==> config.mk <==
export PLATFORM = sky130hd
export DESIGN_NAME = irq_group_arbiter
export DESIGN_NICKNAME = d
export VERILOG_FILES = /design/src/rtl/irq_arb_pkg.sv /design/src/rtl/irq_line_qual.sv /design/src/rtl/irq_pick_min.sv /design/src/rtl/irq_preempt_gate.sv /design/src/rtl/irq_group_arbiter.sv
export SDC_FILE = /design/constraint.sdc
export NUM_CORES = 1
export LEC_CHECK = 0
export BUFFER_PORTS_ARGS = -buffer_cell sky130_fd_sc_hd__buf_4
export CORE_MARGIN = 5
export CORE_UTILIZATION = 49
export CTS_CLUSTER_SIZE = 20
export DETAILED_ROUTE_END_ITERATION = 16
export HOLD_SLACK_MARGIN = 0.05
export PLACE_DENSITY = 0.85
export SETUP_SLACK_MARGIN = 0.4
export SLEW_MARGIN = 20
export SYNTH_ARGS = -nofsm -noshare
export SYNTH_HDL_FRONTEND = slang
export SYNTH_SLANG_ARGS = --single-unit
==> constraint.sdc <==
create_clock -name clk -period 16 [get_ports clk]
set_input_delay 2.4 -clock clk [delete_from_list [all_inputs] [get_ports clk]]
set_output_delay 2.4 -clock clk [all_outputs]
set_load 0.03 [all_outputs]
==> src/rtl/irq_arb_pkg.sv <==
package irq_arb_pkg;
  localparam int PRIO_W = 8;
  typedef logic [PRIO_W-1:0] prio_t;

  // mask keeping only the implemented upper bits
  function automatic prio_t impl_mask(input int impl_bits);
    return ~((prio_t'(1) << (PRIO_W - impl_bits)) - prio_t'(1));
  endfunction

  function automatic prio_t group_part(input prio_t p, input logic [2:0] split);
    return p >> split;
  endfunction
endpackage

==> src/rtl/irq_line_qual.sv <==
module irq_line_qual
  import irq_arb_pkg::*;
#(
  parameter int NUM_LINES = 8,
  parameter int IMPL_BITS = 4
) (
  input  logic [NUM_LINES-1:0]        pend,
  input  logic [NUM_LINES-1:0]        en,
  input  logic [PRIO_W*NUM_LINES-1:0] prio_flat,
  output logic [NUM_LINES-1:0]        qual,
  output logic [PRIO_W*NUM_LINES-1:0] mprio_flat
);
  localparam prio_t MASK = impl_mask(IMPL_BITS);

  for (genvar i = 0; i < NUM_LINES; i++) begin : g_line
    assign qual[i] = pend[i] & en[i];
    assign mprio_flat[PRIO_W*i +: PRIO_W] = prio_flat[PRIO_W*i +: PRIO_W] & MASK;
  end
endmodule

==> src/rtl/irq_pick_min.sv <==
module irq_pick_min
  import irq_arb_pkg::*;
#(
  parameter int NUM_LINES = 8,
  localparam int IDX_W = (NUM_LINES > 1) ? $clog2(NUM_LINES) : 1
) (
  input  logic [NUM_LINES-1:0]        qual,
  input  logic [PRIO_W*NUM_LINES-1:0] mprio_flat,
  output logic                        found,
  output logic [IDX_W-1:0]            best_idx,
  output prio_t                       best_prio
);
  // Group sits above subpriority, so the smallest masked value gives
  // the smallest group first, then the smallest subpriority.
  // Strict "<" keeps the lowest index on a full tie.
  always_comb begin
    found     = 1'b0;
    best_idx  = '0;
    best_prio = '1;
    for (int i = 0; i < NUM_LINES; i++) begin
      if (qual[i] && (!found || (mprio_flat[PRIO_W*i +: PRIO_W] < best_prio))) begin
        found     = 1'b1;
        best_idx  = IDX_W'(i);
        best_prio = mprio_flat[PRIO_W*i +: PRIO_W];
      end
    end
  end
endmodule

==> src/rtl/irq_preempt_gate.sv <==
module irq_preempt_gate
  import irq_arb_pkg::*;
#(
  parameter int IMPL_BITS = 4
) (
  input  logic       found,
  input  prio_t      best_prio,
  input  logic [2:0] split,
  input  logic       active,
  input  prio_t      active_prio,
  output logic       preempt
);
  localparam prio_t MASK = impl_mask(IMPL_BITS);
  prio_t win_grp, act_grp;

  always_comb begin
    win_grp = group_part(best_prio, split);
    act_grp = group_part(active_prio & MASK, split);
    preempt = found && (!active || (win_grp < act_grp));
  end
endmodule

==> src/rtl/irq_group_arbiter.sv <==
module irq_group_arbiter
  import irq_arb_pkg::*;
#(
  parameter int NUM_LINES = 8,
  parameter int IMPL_BITS = 4,
  localparam int IDX_W = (NUM_LINES > 1) ? $clog2(NUM_LINES) : 1
) (
  input  logic                        clk,
  input  logic                        rst,
  input  logic [NUM_LINES-1:0]        req_pend,
  input  logic [NUM_LINES-1:0]        req_en,
  input  logic [PRIO_W*NUM_LINES-1:0] req_prio,
  input  logic [2:0]                  grp_split,
  input  logic                        hdl_active,
  input  logic [PRIO_W-1:0]           hdl_prio,
  output logic [IDX_W-1:0]            win_idx,
  output logic                        win_valid,
  output logic                        win_preempt
);
  logic [NUM_LINES-1:0]        qual;
  logic [PRIO_W*NUM_LINES-1:0] mprio_flat;
  logic                        found;
  logic [IDX_W-1:0]            best_idx;
  prio_t                       best_prio;
  logic                        preempt_c;

  irq_line_qual #(.NUM_LINES(NUM_LINES), .IMPL_BITS(IMPL_BITS)) i_qual (
    .pend(req_pend), .en(req_en), .prio_flat(req_prio),
    .qual(qual), .mprio_flat(mprio_flat)
  );

  irq_pick_min #(.NUM_LINES(NUM_LINES)) i_pick (
    .qual(qual), .mprio_flat(mprio_flat),
    .found(found), .best_idx(best_idx), .best_prio(best_prio)
  );

  irq_preempt_gate #(.IMPL_BITS(IMPL_BITS)) i_gate (
    .found(found), .best_prio(best_prio), .split(grp_split),
    .active(hdl_active), .active_prio(hdl_prio), .preempt(preempt_c)
  );

  always_ff @(posedge clk) begin
    if (rst) begin
      win_idx     <= '0;
      win_valid   <= 1'b0;
      win_preempt <= 1'b0;
    end else begin
      win_idx     <= best_idx;
      win_valid   <= found;
      win_preempt <= preempt_c;
    end
  end


  winner_qualified_chk: assert property (@(posedge clk) disable iff (rst)
    (!$past(rst) && win_valid) |-> ((($past(req_pend & req_en)) >> win_idx) & 1) != 0);


  none_qualified_chk: assert property (@(posedge clk) disable iff (rst)
    (!$past(rst) && !win_valid) |-> ($past(req_pend & req_en) == '0));


  preempt_needs_valid_chk: assert property (@(posedge clk) disable iff (rst)
    win_preempt |-> win_valid);


  idle_preempt_chk: assert property (@(posedge clk) disable iff (rst)
    (!$past(rst) && !$past(hdl_active)) |-> (win_preempt == win_valid));


  reset_clear_chk: assert property (@(posedge clk)
    $past(rst) |-> (!win_valid && !win_preempt && win_idx == '0));
endmodule

; ---- Word-level counts from Yosys, hierarchy flattened
; Cells that the tools add are included.
[word_totals]
output_inout_bits = 5
ff_bits = 5
elab_cells = 68
in_bits = 94
[op_classes]
bitwise = 8
order_cmp = 8
shifts = 2
muxes = 23
reduce_logical = 24
[op_table]
columns = cell, count
row1 = 8-bit < comparator, 8
row2 = 8-bit two-way mux, 8
row3 = 8-bit by 3-bit >> shifter with 8-bit output, 2
row4 = 3-bit two-way mux, 4
row5 = 1-bit two-way mux, 9
row6 = 1-bit AND, 8
row7 = 1-bit logical AND, 8
row8 = 1-bit logical NOT, 8
row9 = 1-bit logical OR, 8
row10 = 2-bit two-way mux, 2

; ---- Depth between registers and ports, before layout
; Gate-level depths: netlist of run 1.
[logic_depth]
word_depth = 34
depth_mapped = 72
mapped_depth_nobuf = 71

; ---- Hierarchy
; A second synthesis of run 1 with hierarchy kept.
[hier_totals]
cells_unflattened = 561
area_unflattened_um2 = 4065.1
[by_module_without_submodules]
columns = mod, instances, cells_each, area_each_um2
row1 = irq_pick_min, 1, 411, 2885.3
row2 = irq_line_qual, 1, 73, 534.3
row3 = irq_preempt_gate, 1, 67, 514.2
row4 = irq_group_arbiter, 1, 10, 131.4

; ---- Worst setup path before layout of run 1
; Ideal clock, no wire load.
[synth_path]
path_kind = input to register
start = in req_pend[0]
end = reg win_preempt
stages = 70
t_required_ps = 15943
n_path_buf = 2
arrival_time_ps = 13227
slack_ps = 2716
setup_time_ps = 57
cell_sequence = nand2_2 -> nor2_1 -> ha_1 -> nand4b_1 -> nand4b_1 -> a21o_1 -> nand2_1 -> o21a_1 -> inv_1 -> ha_1 -> inv_1 -> a211o_1 -> a21oi_1 -> nor2_1 -> mux2_2 -> inv_1 -> ha_1 -> and3b_1 -> (+34 left out) -> a21oi_1 -> nor2b_1 -> o21ai_0 -> and3_1 -> clkbuf_1 -> nor2_1 -> and3_4 -> nor4b_4 -> o2bb2ai_1 -> nor2_1 -> ha_1 -> a21o_1 -> a21o_1 -> a21oi_1 -> o21ai_0 -> nor3_1 -> o2bb2ai_1 -> a21o_1
[synth_via]
elab_chain_len = 34
word_cells_on_any_way = 49
classes_between = 8 x order compare / 1 x shift / 16 x mux / 1 x bitwise / 23 x reduce/logical
[synth_rtl]
columns = element, line
row1 = from (decl), irq_group_arbiter.sv:10  ; input logic [NUM_LINES-1:0] req_pend,
row2 = 1-bit AND *, irq_line_qual.sv:16  ; assign qual[i] = pend[i] & en[i];
row3 = 8-bit two-way mux / 1-bit two-way mux (equally long branches), irq_pick_min.sv:21  ; if (qual[i] && (!found || (mprio_flat[PRIO_W*i +: PRIO_W] < best_prio))) begin
row4 = 8-bit < comparator / 1-bit logical NOT (equally long branches), irq_pick_min.sv:21
row5 = 1-bit logical OR, irq_pick_min.sv:21
row6 = 1-bit logical AND, irq_pick_min.sv:21
row7 = 8-bit two-way mux / 1-bit two-way mux (equally long branches), irq_pick_min.sv:21
row8 = 8-bit < comparator / 1-bit logical NOT (equally long branches), irq_pick_min.sv:21
row9 = 1-bit logical OR, irq_pick_min.sv:21
row10 = (+18 left out), n/a
row11 = 8-bit < comparator / 1-bit logical NOT (equally long branches), irq_pick_min.sv:21
row12 = 1-bit logical OR, irq_pick_min.sv:21
row13 = 1-bit logical AND, irq_pick_min.sv:21
row14 = 8-bit two-way mux, irq_pick_min.sv:21
row15 = 8-bit by 3-bit >> shifter with 8-bit output, irq_arb_pkg.sv:11  ; return p >> split;
row16 = 8-bit < comparator, irq_preempt_gate.sv:19  ; preempt = found && (!active || (win_grp < act_grp));
row17 = 1-bit logical OR, irq_preempt_gate.sv:19
row18 = 1-bit logical AND *, irq_preempt_gate.sv:19
row19 = to (signal assigned), irq_group_arbiter.sv:50  ; win_preempt <= preempt_c;
row20 = to (decl), irq_group_arbiter.sv:18  ; output logic win_preempt
; Every way passes the cells marked *; elsewhere a longest branch is shown, timed or not.
; A chain may end at the register's enable or synchronous reset.

; ---- Worst setup path in the final report of run 1
; Ends and elaborated chain as after synthesis.

==> results of run 1 <==
logic make-up (layout without fill, tap and decap cells):
kind of cell | after synthesis | count (layout)
simple gates | 121 | 121
compound gates | 110 | 110
buf+inv | 29 | 89
fa+ha+maj | 25 | 25
mux | 14 | 14
flops | 5 | 5
through the flow:
stage	worst slack, ps	instances
after floorplan	2720	304
after global placement	1470	412
after detailed placement	1090	412
after CTS	1310	416
after global routing	447	416
final	1480	416
state kept, by name (all words and copies together) (netlist names):
name,cells
win_idx,3
win_preempt,1
win_valid,1
cell type report:
| cell class | count | area [sq um] | share of cell area |
|---|---|---|---|
| Inverter | 23 | 86.3 | 0.0318 |
| Tap cell | 52 | 65.1 | 0.0240 |
| Timing Repair Buffer | 62 | 465 | 0.171 |
| Multi-Input combinational cell | 270 | 1950 | 0.719 |
| Sequential cell | 5 | 100 | 0.0369 |
| Clock inverter | 1 | 5.00 | 0.00184 |
| Clock buffer | 3 | 41.3 | 0.0152 |
Yosys cell counts (6+ instances only):
cell type / number / area share
nor2_1: 37 / 0.064
nor3_1: 9 / 0.021
a21o_1: 11 / 0.038
inv_1: 23 / 0.040
a21oi_1: 20 / 0.046
ha_1: 25 / 0.15
mux2_2: 6 / 0.031
nand2_1: 29 / 0.050
nand3_1: 8 / 0.019
o21ai_0: 19 / 0.044
layer usage:
metal / global-route usage / up-vias / wire, um
met5: 0 / - / 0
met4: 0.0280 / 0 / 30
met3: 0.0319 / 6 / 354
met2: 0.320 / 77 / 2820
met1: 0.238 / 1158 / 2720
li1: - / 1275 / -
critical path, delay by kind of cell:
kind / cells / cell delay, ps
buffers and inverters: 6 / 470
adders and majority gates: 8 / 2080
and+or+nand+nor: 24 / 3870
muxes: 4 / 1220
AOI/OAI and AO/OA: 26 / 4600
final timing paths:
path | to | slack, ps | cells past startpoint
setup / recovery | win_preempt | 1480 | 68
hold / removal | win_idx[1] | 2370 | 2
report_power, final:
part / internal (mW) / switching (mW) / total, mW
clock: 0.0167 / 0.00637 / 0.0231
sequential: 0.0150 / 0.000621 / 0.0156
combinational: 0.0652 / 0.0820 / 0.147
==> impl_metrics.yaml, run 1 <==
synthesis:
  synthXorXnorAreaFrac: 0
  synthAdderAreaFrac: 0.145
  synthCells: 304
  synth_seq_cells: 5
  synth-compound-area-share: 0.388
  ys_seq_area_frac: 0.0464
  synthArstFlopShare: 0
  ys.flop_type: "dfxtp_1"
  syn_avg_cell_area_sq_um: 7.09
  synthesis.area_sq_um: 2160
  synth_warnings: 0
  synth_top_family_by_area: "compound AO/OA/AOI/OAI gates"
  netlist-cell-type-count: 64
  yosys.area_share.simple: 0.292
  syn_nets: 423
  synthMuxAreaShare: 0.0778
  synth_edf_count: 0
worst_setup_path:
  cp.required_ps: 16160
  critical_path.max_stage_delay_ps: 440
  worstSetupPathType: "in -> reg"
  cp_common_cell: "ha_1"
  crit_fanout: 10
  critPathCaptureType: "flip-flop"
  crit_path_start: "req_pend[0]"
  arrival_ps: 14680
  start_kind: "input port"
  slowest_stage: "a2111oi_4"
floorplan:
  row_count: 24
  dieArea_sq_um: 5830
  io_pins: 99
  coreArea_sq_um: 4320
  initial_utilization: 0.499
  die_w_um: 76.3
  die_y_um: 76.3
routing:
  route.detailed.drc: 0
  drt-total-wl_um: 5930
  first_iter_violations: 120
  viasPerCell: 6.05
  drtAntennaViolNets: 0
  num_vias: 2516
  wire_per_inst_um: 14.3
  first_pass_iters: 5
timing:
  tns_ps: 0
  clock.fmax_mhz: 68.9
  fin_crit_sh: 0.908
  rsz0062_at_grt: "false"
  setup_viol: 0
  relSlewSlack: 0.641
  worst_slew_pin_slew_ps: 539
  hold_viol_final: 0
  hold_ws_ps: 2370
  fin_crit_ps: 14520
  maxSlewViolCount: 0
run:
  drv_cap: 0
clock_network:
  cts_tree: "done"
  cts.clk_slew.worst_paths_ps: 40
  cts-buffers-inserted: 3
  post_cts_buffers: 0
  cts_sinks: 5
  hold_buffers: 0
  cts_root_buf: "clkbuf_8"
  htree_levels: 1
  cts.path.max_buffers: 2
  ctsResizeCount: 0
min_path:
  min_path_type: "in -> reg"
  hp-start: "rst"
status:
  status: "complete, no violations"
cells_and_area:
  fillers: 425
  final_common_cell: "buf_4"
  layout-drive-gt1-share: 0.258
  nets: 484
  syn_to_final_growth_pct: 25.9
  num_antenna_cells: 0
  final_area_sq_um: 2720
  finish.utilization: 0.628
  final_cell_mix: "62 x buf_4, 37 x nor2_1, 29 x nand2_1"
global_routing:
  grt-ovfl-total: 0
  grt_pass1_wl_um: 9590
  grtUsageTotal: 0.183
  grt_max_degree: 17
  antenna_found_initial: 0
  grt_pass1_vias: 2275
placement:
  gp_congestion: 0.892
  place_area_sq_um: 2660
  port_buffers: 62
  dpl.hpwl_um: 5040
power_and_ir_drop:
  p_total_mw: 0.186
  p_per_area_nw_per_um2: 68.5
  ir_worst_vdd_mv: 0.0373
  p_leak_nw: 1.30
Note: power is estimated with default switching activity, not from simulation.
==> run 2, diff against run 1 <==
--- a/config.mk
+++ b/config.mk
@@ -7,11 +7,11 @@
 export LEC_CHECK = 0
 export BUFFER_PORTS_ARGS = -buffer_cell sky130_fd_sc_hd__buf_4
 export CORE_MARGIN = 5
-export CORE_UTILIZATION = 49
+export CORE_UTILIZATION = 52
 export CTS_CLUSTER_SIZE = 20
 export DETAILED_ROUTE_END_ITERATION = 16
 export HOLD_SLACK_MARGIN = 0.05
-export PLACE_DENSITY = 0.85
+export PLACE_DENSITY = 0.9
 export SETUP_SLACK_MARGIN = 0.4
 export SLEW_MARGIN = 20
 export SYNTH_ARGS = -nofsm -noshare
==> constraint.sdc (replaced) <==
create_clock -name clk -period 18.2 [get_ports clk]
set_input_delay 2.73 -clock clk [delete_from_list [all_inputs] [get_ports clk]]
set_output_delay 2.73 -clock clk [all_outputs]
set_load 0.03 [all_outputs]
==> impl_metrics.yaml, run 2 (synthesis results as in run 1) <==
status:
  status: "complete, no violations"
cells_and_area:
  finalNonFillerCells: 414
  layout-drive-gt1-share: 0.253
  final_area_sq_um: 2710
  top_register: "win_idx"
  final_common_cell: "buf_4"
  final_cell_mix: "62 x buf_4, 37 x nor2_1, 29 x nand2_1"
  largest_reg_flops: 3
  syn_to_final_growth_pct: 25.5
  num_antenna_cells: 0
  fillers: 381
  top_regs: "win_idx (3), win_preempt (1), win_valid (1)"
  nets: 484
routing:
  route.detailed.drc: 0
  first_iter_violations: 169
  num_vias: 2591
  first_pass_iters: 5
  viasPerCell: 6.26
  drtAntennaViolNets: 0
  drt-total-wl_um: 6210
  wire_per_inst_um: 15.0
timing:
  relSlewSlack: 0.588
  rsz0062_at_grt: "false"
  tns_ps: 0
  hold_viol_final: 0
  setup_viol: 0
  fin_crit_ps: 15220
  worst_slew_pin_slew_ps: 611
  clock.fmax_mhz: 65.7
  fin_crit_sh: 0.836
  maxSlewViolCount: 0
worst_setup_path:
  cp.required_ps: 18360
  start_kind: "input port"
  worstSetupPathType: "in -> reg"
  critical_path.max_stage_delay_ps: 540
  cp_common_cell: "ha_1"
  slowest_stage: "o21ai_0"
  crit_fanout: 10
  critPathCaptureType: "flip-flop"
  crit_path_start: "req_pend[0]"
  arrival_ps: 15380
floorplan:
  io_pins: 99
  initial_utilization: 0.539
  die_y_um: 74.4
  die_w_um: 74.4
  dieArea_sq_um: 5530
  row_count: 23
  coreArea_sq_um: 4000
clock_network:
  cts.clk_slew.worst_paths_ps: 30
  ctsResizeCount: 0
  htree_levels: 1
  cts-buffers-inserted: 3
  cts_tree: "done"
  cts_root_buf: "clkbuf_8"
  post_cts_buffers: 0
  hold_buffers: 0
  cts.path.max_buffers: 2
  cts_sinks: 5
power_and_ir_drop:
  pwr-share-clk: 0.122
  netSwitchingFraction: 0.479
  ir_worst_vdd_mv: 0.0318
  power_frac_seq: 0.084
  combPwrFrac: 0.794
  power.internal_mw: 0.0853
  p_leak_nw: 1.29
  switchingPower_mw: 0.0783
  p_per_area_nw_per_um2: 60.4
global_routing:
  antenna_found_initial: 0
  grtUsageTotal: 0.231
  grt-ovfl-total: 0
  grt_pass1_vias: 2422
  grt_pass1_wl_um: 10500
  grt_max_degree: 17
min_path:
  min_path_type: "in -> reg"
  hp-start: "rst"
placement:
  gp_congestion: 0.932
  place_area_sq_um: 2660
  port_buffers: 62
  place_inst: 410
  dpl.hpwl_um: 5150
run:
  drv_cap: 0
run 2: layout make-up:
class	count	area, sq um	area share
Clock buffer	4	45.0	0.0166
Multi-Input combinational cell	270	1950	0.719
Sequential cell	5	100	0.0370
Inverter	23	86.3	0.0319
Timing Repair Buffer	62	465	0.172
Tap cell	50	62.6	0.0231
run 2: through the flow:
stage	utilization	power (mW)	setup slack [ps]	hold slack, ps
after global placement	0.665	0.137	3400	2910
after CTS	0.677	0.163	3140	2690
after detailed placement	0.665	0.142	2960	2920
after global routing	0.677	0.182	1850	2690
final	0.677	0.164	2980	2700
after floorplan	-	0.107	4590	2800
run 2: power groups by stage:
| stage | Combinational [mW] | Clock [mW] | Sequential (mW) |
|---|---|---|---|
| 4_1_cts | 0.129 | 0.0204 | 0.0137 |
| 2_1_floorplan | 0.0883 | 0 | 0.0182 |
| 3_5_place_dp | 0.128 | 0 | 0.0139 |
| 3_3_place_gp | 0.123 | 0 | 0.0138 |
| 5_1_grt | 0.146 | 0.0217 | 0.0140 |
| 6_report | 0.130 | 0.0199 | 0.0137 |
run 2: worst paths after layout:
check,endpoint,slack [ps],cells past startpoint
worst max-delay path,win_preempt,2980,68
worst min-delay path,win_idx[1],2700,2
run 2: metal layers:
| layer | wire length [um] | vias up | track usage |
|---|---|---|---|
| li1 | - | 1284 | - |
| met1 | 2690 | 1181 | 0.310 |
| met2 | 2930 | 111 | 0.391 |
| met3 | 486 | 15 | 0.0189 |
| met4 | 103 | 0 | 0.0711 |
| met5 | 0 | - | 0 |
run 2: critical path: cells and delay by family:
family	cells	cell delay (ps)
buffers and inverters	7	580
adders and majority gates	8	2030
and+or+nand+nor	25	4190
AOI/OAI and AO/OA	26	5080
muxes	2	730
==> run 3, diff against run 2 <==
--- a/config.mk
+++ b/config.mk
@@ -7,11 +7,11 @@
 export LEC_CHECK = 0
 export BUFFER_PORTS_ARGS = -buffer_cell sky130_fd_sc_hd__buf_4
 export CORE_MARGIN = 5
-export CORE_UTILIZATION = 52
+export CORE_UTILIZATION = 44
 export CTS_CLUSTER_SIZE = 20
 export DETAILED_ROUTE_END_ITERATION = 16
 export HOLD_SLACK_MARGIN = 0.05
-export PLACE_DENSITY = 0.9
+export PLACE_DENSITY = 0.81
 export SETUP_SLACK_MARGIN = 0.4
 export SLEW_MARGIN = 20
 export SYNTH_ARGS = -nofsm -noshare
==> constraint.sdc (replaced) <==
create_clock -name clk -period 12.9 [get_ports clk]
set_input_delay 1.935 -clock clk [delete_from_list [all_inputs] [get_ports clk]]
set_output_delay 1.935 -clock clk [all_outputs]
set_load 0.03 [all_outputs]
==> impl_metrics.yaml, run 3 (synthesis results as in run 1) <==
status:
  status: "finished with violations"
  violations: "setup timing"
timing:
  maxSlewViolCount: 0
  fin_crit_sh: 1.03
  worst_slew_pin_slew_ps: 1130
  rsz0062_at_grt: "true"
  worst_slack_ps: -424
  hold_viol_final: 0
  fin_crit_ps: 13320
  relSlewSlack: 0.230
  setup_viol: 1
  clock.fmax_mhz: 75.0
clock_network:
  cts.path.max_buffers: 2
  cts_sinks: 5
  htree_levels: 1
  hold_buffers: 0
  cts-buffers-inserted: 3
  cts_root_buf: "clkbuf_8"
  cts.clk_slew.worst_paths_ps: 40
  cts_tree: "done"
power_and_ir_drop:
  power.internal_mw: 0.210
  switchingPower_mw: 0.177
  combPwrFrac: 0.871
  ir_worst_vdd_mv: 0.0635
  netSwitchingFraction: 0.457
  p_total_mw: 0.387
  p_per_area_nw_per_um2: 99.1
  p_leak_nw: 1.82
  power_frac_seq: 0.050
  pwr-share-clk: 0.079
global_routing:
  grt_max_degree: 17
  grt-ovfl-total: 0
  grt_pass1_wl_um: 13800
  antenna_found_initial: 0
  grt_pass1_vias: 3006
  grtUsageTotal: 0.266
routing:
  viasPerCell: 6.52
  num_vias: 3429
  first_pass_iters: 5
  wire_per_inst_um: 21.2
  route.detailed.drc: 0
  first_iter_violations: 409
  drtAntennaViolNets: 0
  drt-total-wl_um: 11200
cells_and_area:
  multi_input_area_sq_um: 2330
  layout-drive-gt1-share: 0.534
  finalNonFillerCells: 526
  top_regs: "win_idx (3), win_preempt (1), win_valid (1)"
  syn_to_final_growth_pct: 81.0
  nets: 579
  final_common_cell: "buf_4"
  final_cell_mix: "139 x buf_4, 32 x nor2_1, 25 x nand2_1"
  num_antenna_cells: 0
  top_register: "win_idx"
  final-seq-area_sq_um: 100
  largest_reg_flops: 3
  fillers: 277
run:
  drv_cap: 0
worst_setup_path:
  slowest_stage: "or4_4"
  critPathCaptureType: "flip-flop"
  critical_path.max_stage_delay_ps: 460
  cp.required_ps: 13080
  crit_fanout: 5
  worstSetupPathType: "in -> reg"
  arrival_ps: 13500
  start_kind: "input port"
placement:
  gp_congestion: 0.878
  port_buffers: 62
  place_inst: 472
  dpl.hpwl_um: 5590
floorplan:
  coreArea_sq_um: 4750
  dieArea_sq_um: 6400
  die_w_um: 80.0
  row_count: 25
  initial_utilization: 0.453
  die_y_um: 80.0
  io_pins: 99
min_path:
  hold_depth: 2
  min_path_type: "in -> reg"
==> run 3: cell count changes in the layout (fill, tap and decap cells not counted), sizes merged <==
cell / before / now
buf: 62 / 157
==> run 3: layout make-up <==
cell class | instances | share of cell area
clock buffer | 4 | 0.0115
inverter | 23 | 0.0234
multi-input combinational | 270 | 0.597
sequential | 5 | 0.0256
tap | 67 | 0.0215
timing repair buffer | 157 | 0.321
==> run 3: layer usage <==
| metal | global-route usage | wire, um | up-vias |
|---|---|---|---|
| li1 | - | - | 1479 |
| met1 | 0.305 | 3980 | 1600 |
| met2 | 0.485 | 5270 | 262 |
| met3 | 0.0293 | 963 | 88 |
| met4 | 0.127 | 947 | 0 |
| met5 | 0 | 0 | - |
==> run 3: worst max-delay path: cells and delay by family <==
family                   cells  cell delay (ps)
multiplexers                 5             1230
adder cells (fa/ha/maj)      8             1950
buffers and inverters        9              800
AO/OA/AOI/OAI               24             3700
AND/OR/NAND/NOR             23             3830
==> run 3: worst paths after layout <==
kind,startpoint,endpoint,slack [ps]
setup / recovery,req_pend[0],win_preempt,-420
hold / removal,rst,win_idx[0],1900
==> run 3: per-stage QoR <==
step                      hold slack, ps  cell area [sq um]  setup WS (ps)  utilization  setup TNS (ps)
after floorplan                     2000               2180            405            -               0
after global placement              2120               3040           -138        0.639            -138
after detailed placement            2130               3040           -421        0.639            -421
after CTS                           1900               3490            396        0.734               0
after global routing                1910               3900           -920        0.821            -920
final                               1900               3900           -424        0.821            -424
==> run 3: repair_timing <==
action	in CTS	in global routing
setup endpoints to repair	1	1
pin swaps	41	52
resized for setup	50	57
buffers inserted	30	20
==> run 3: power by group through the flow <==
stage | sequential, mW | clock [mW] | combinational, mW
6_report | 0.0193 | 0.0305 | 0.337
2_1_floorplan | 0.0257 | 0 | 0.127
3_3_place_gp | 0.0195 | 0 | 0.212
5_1_grt | 0.0197 | 0.0308 | 0.357
4_1_cts | 0.0193 | 0.0287 | 0.255
3_5_place_dp | 0.0195 | 0 | 0.219
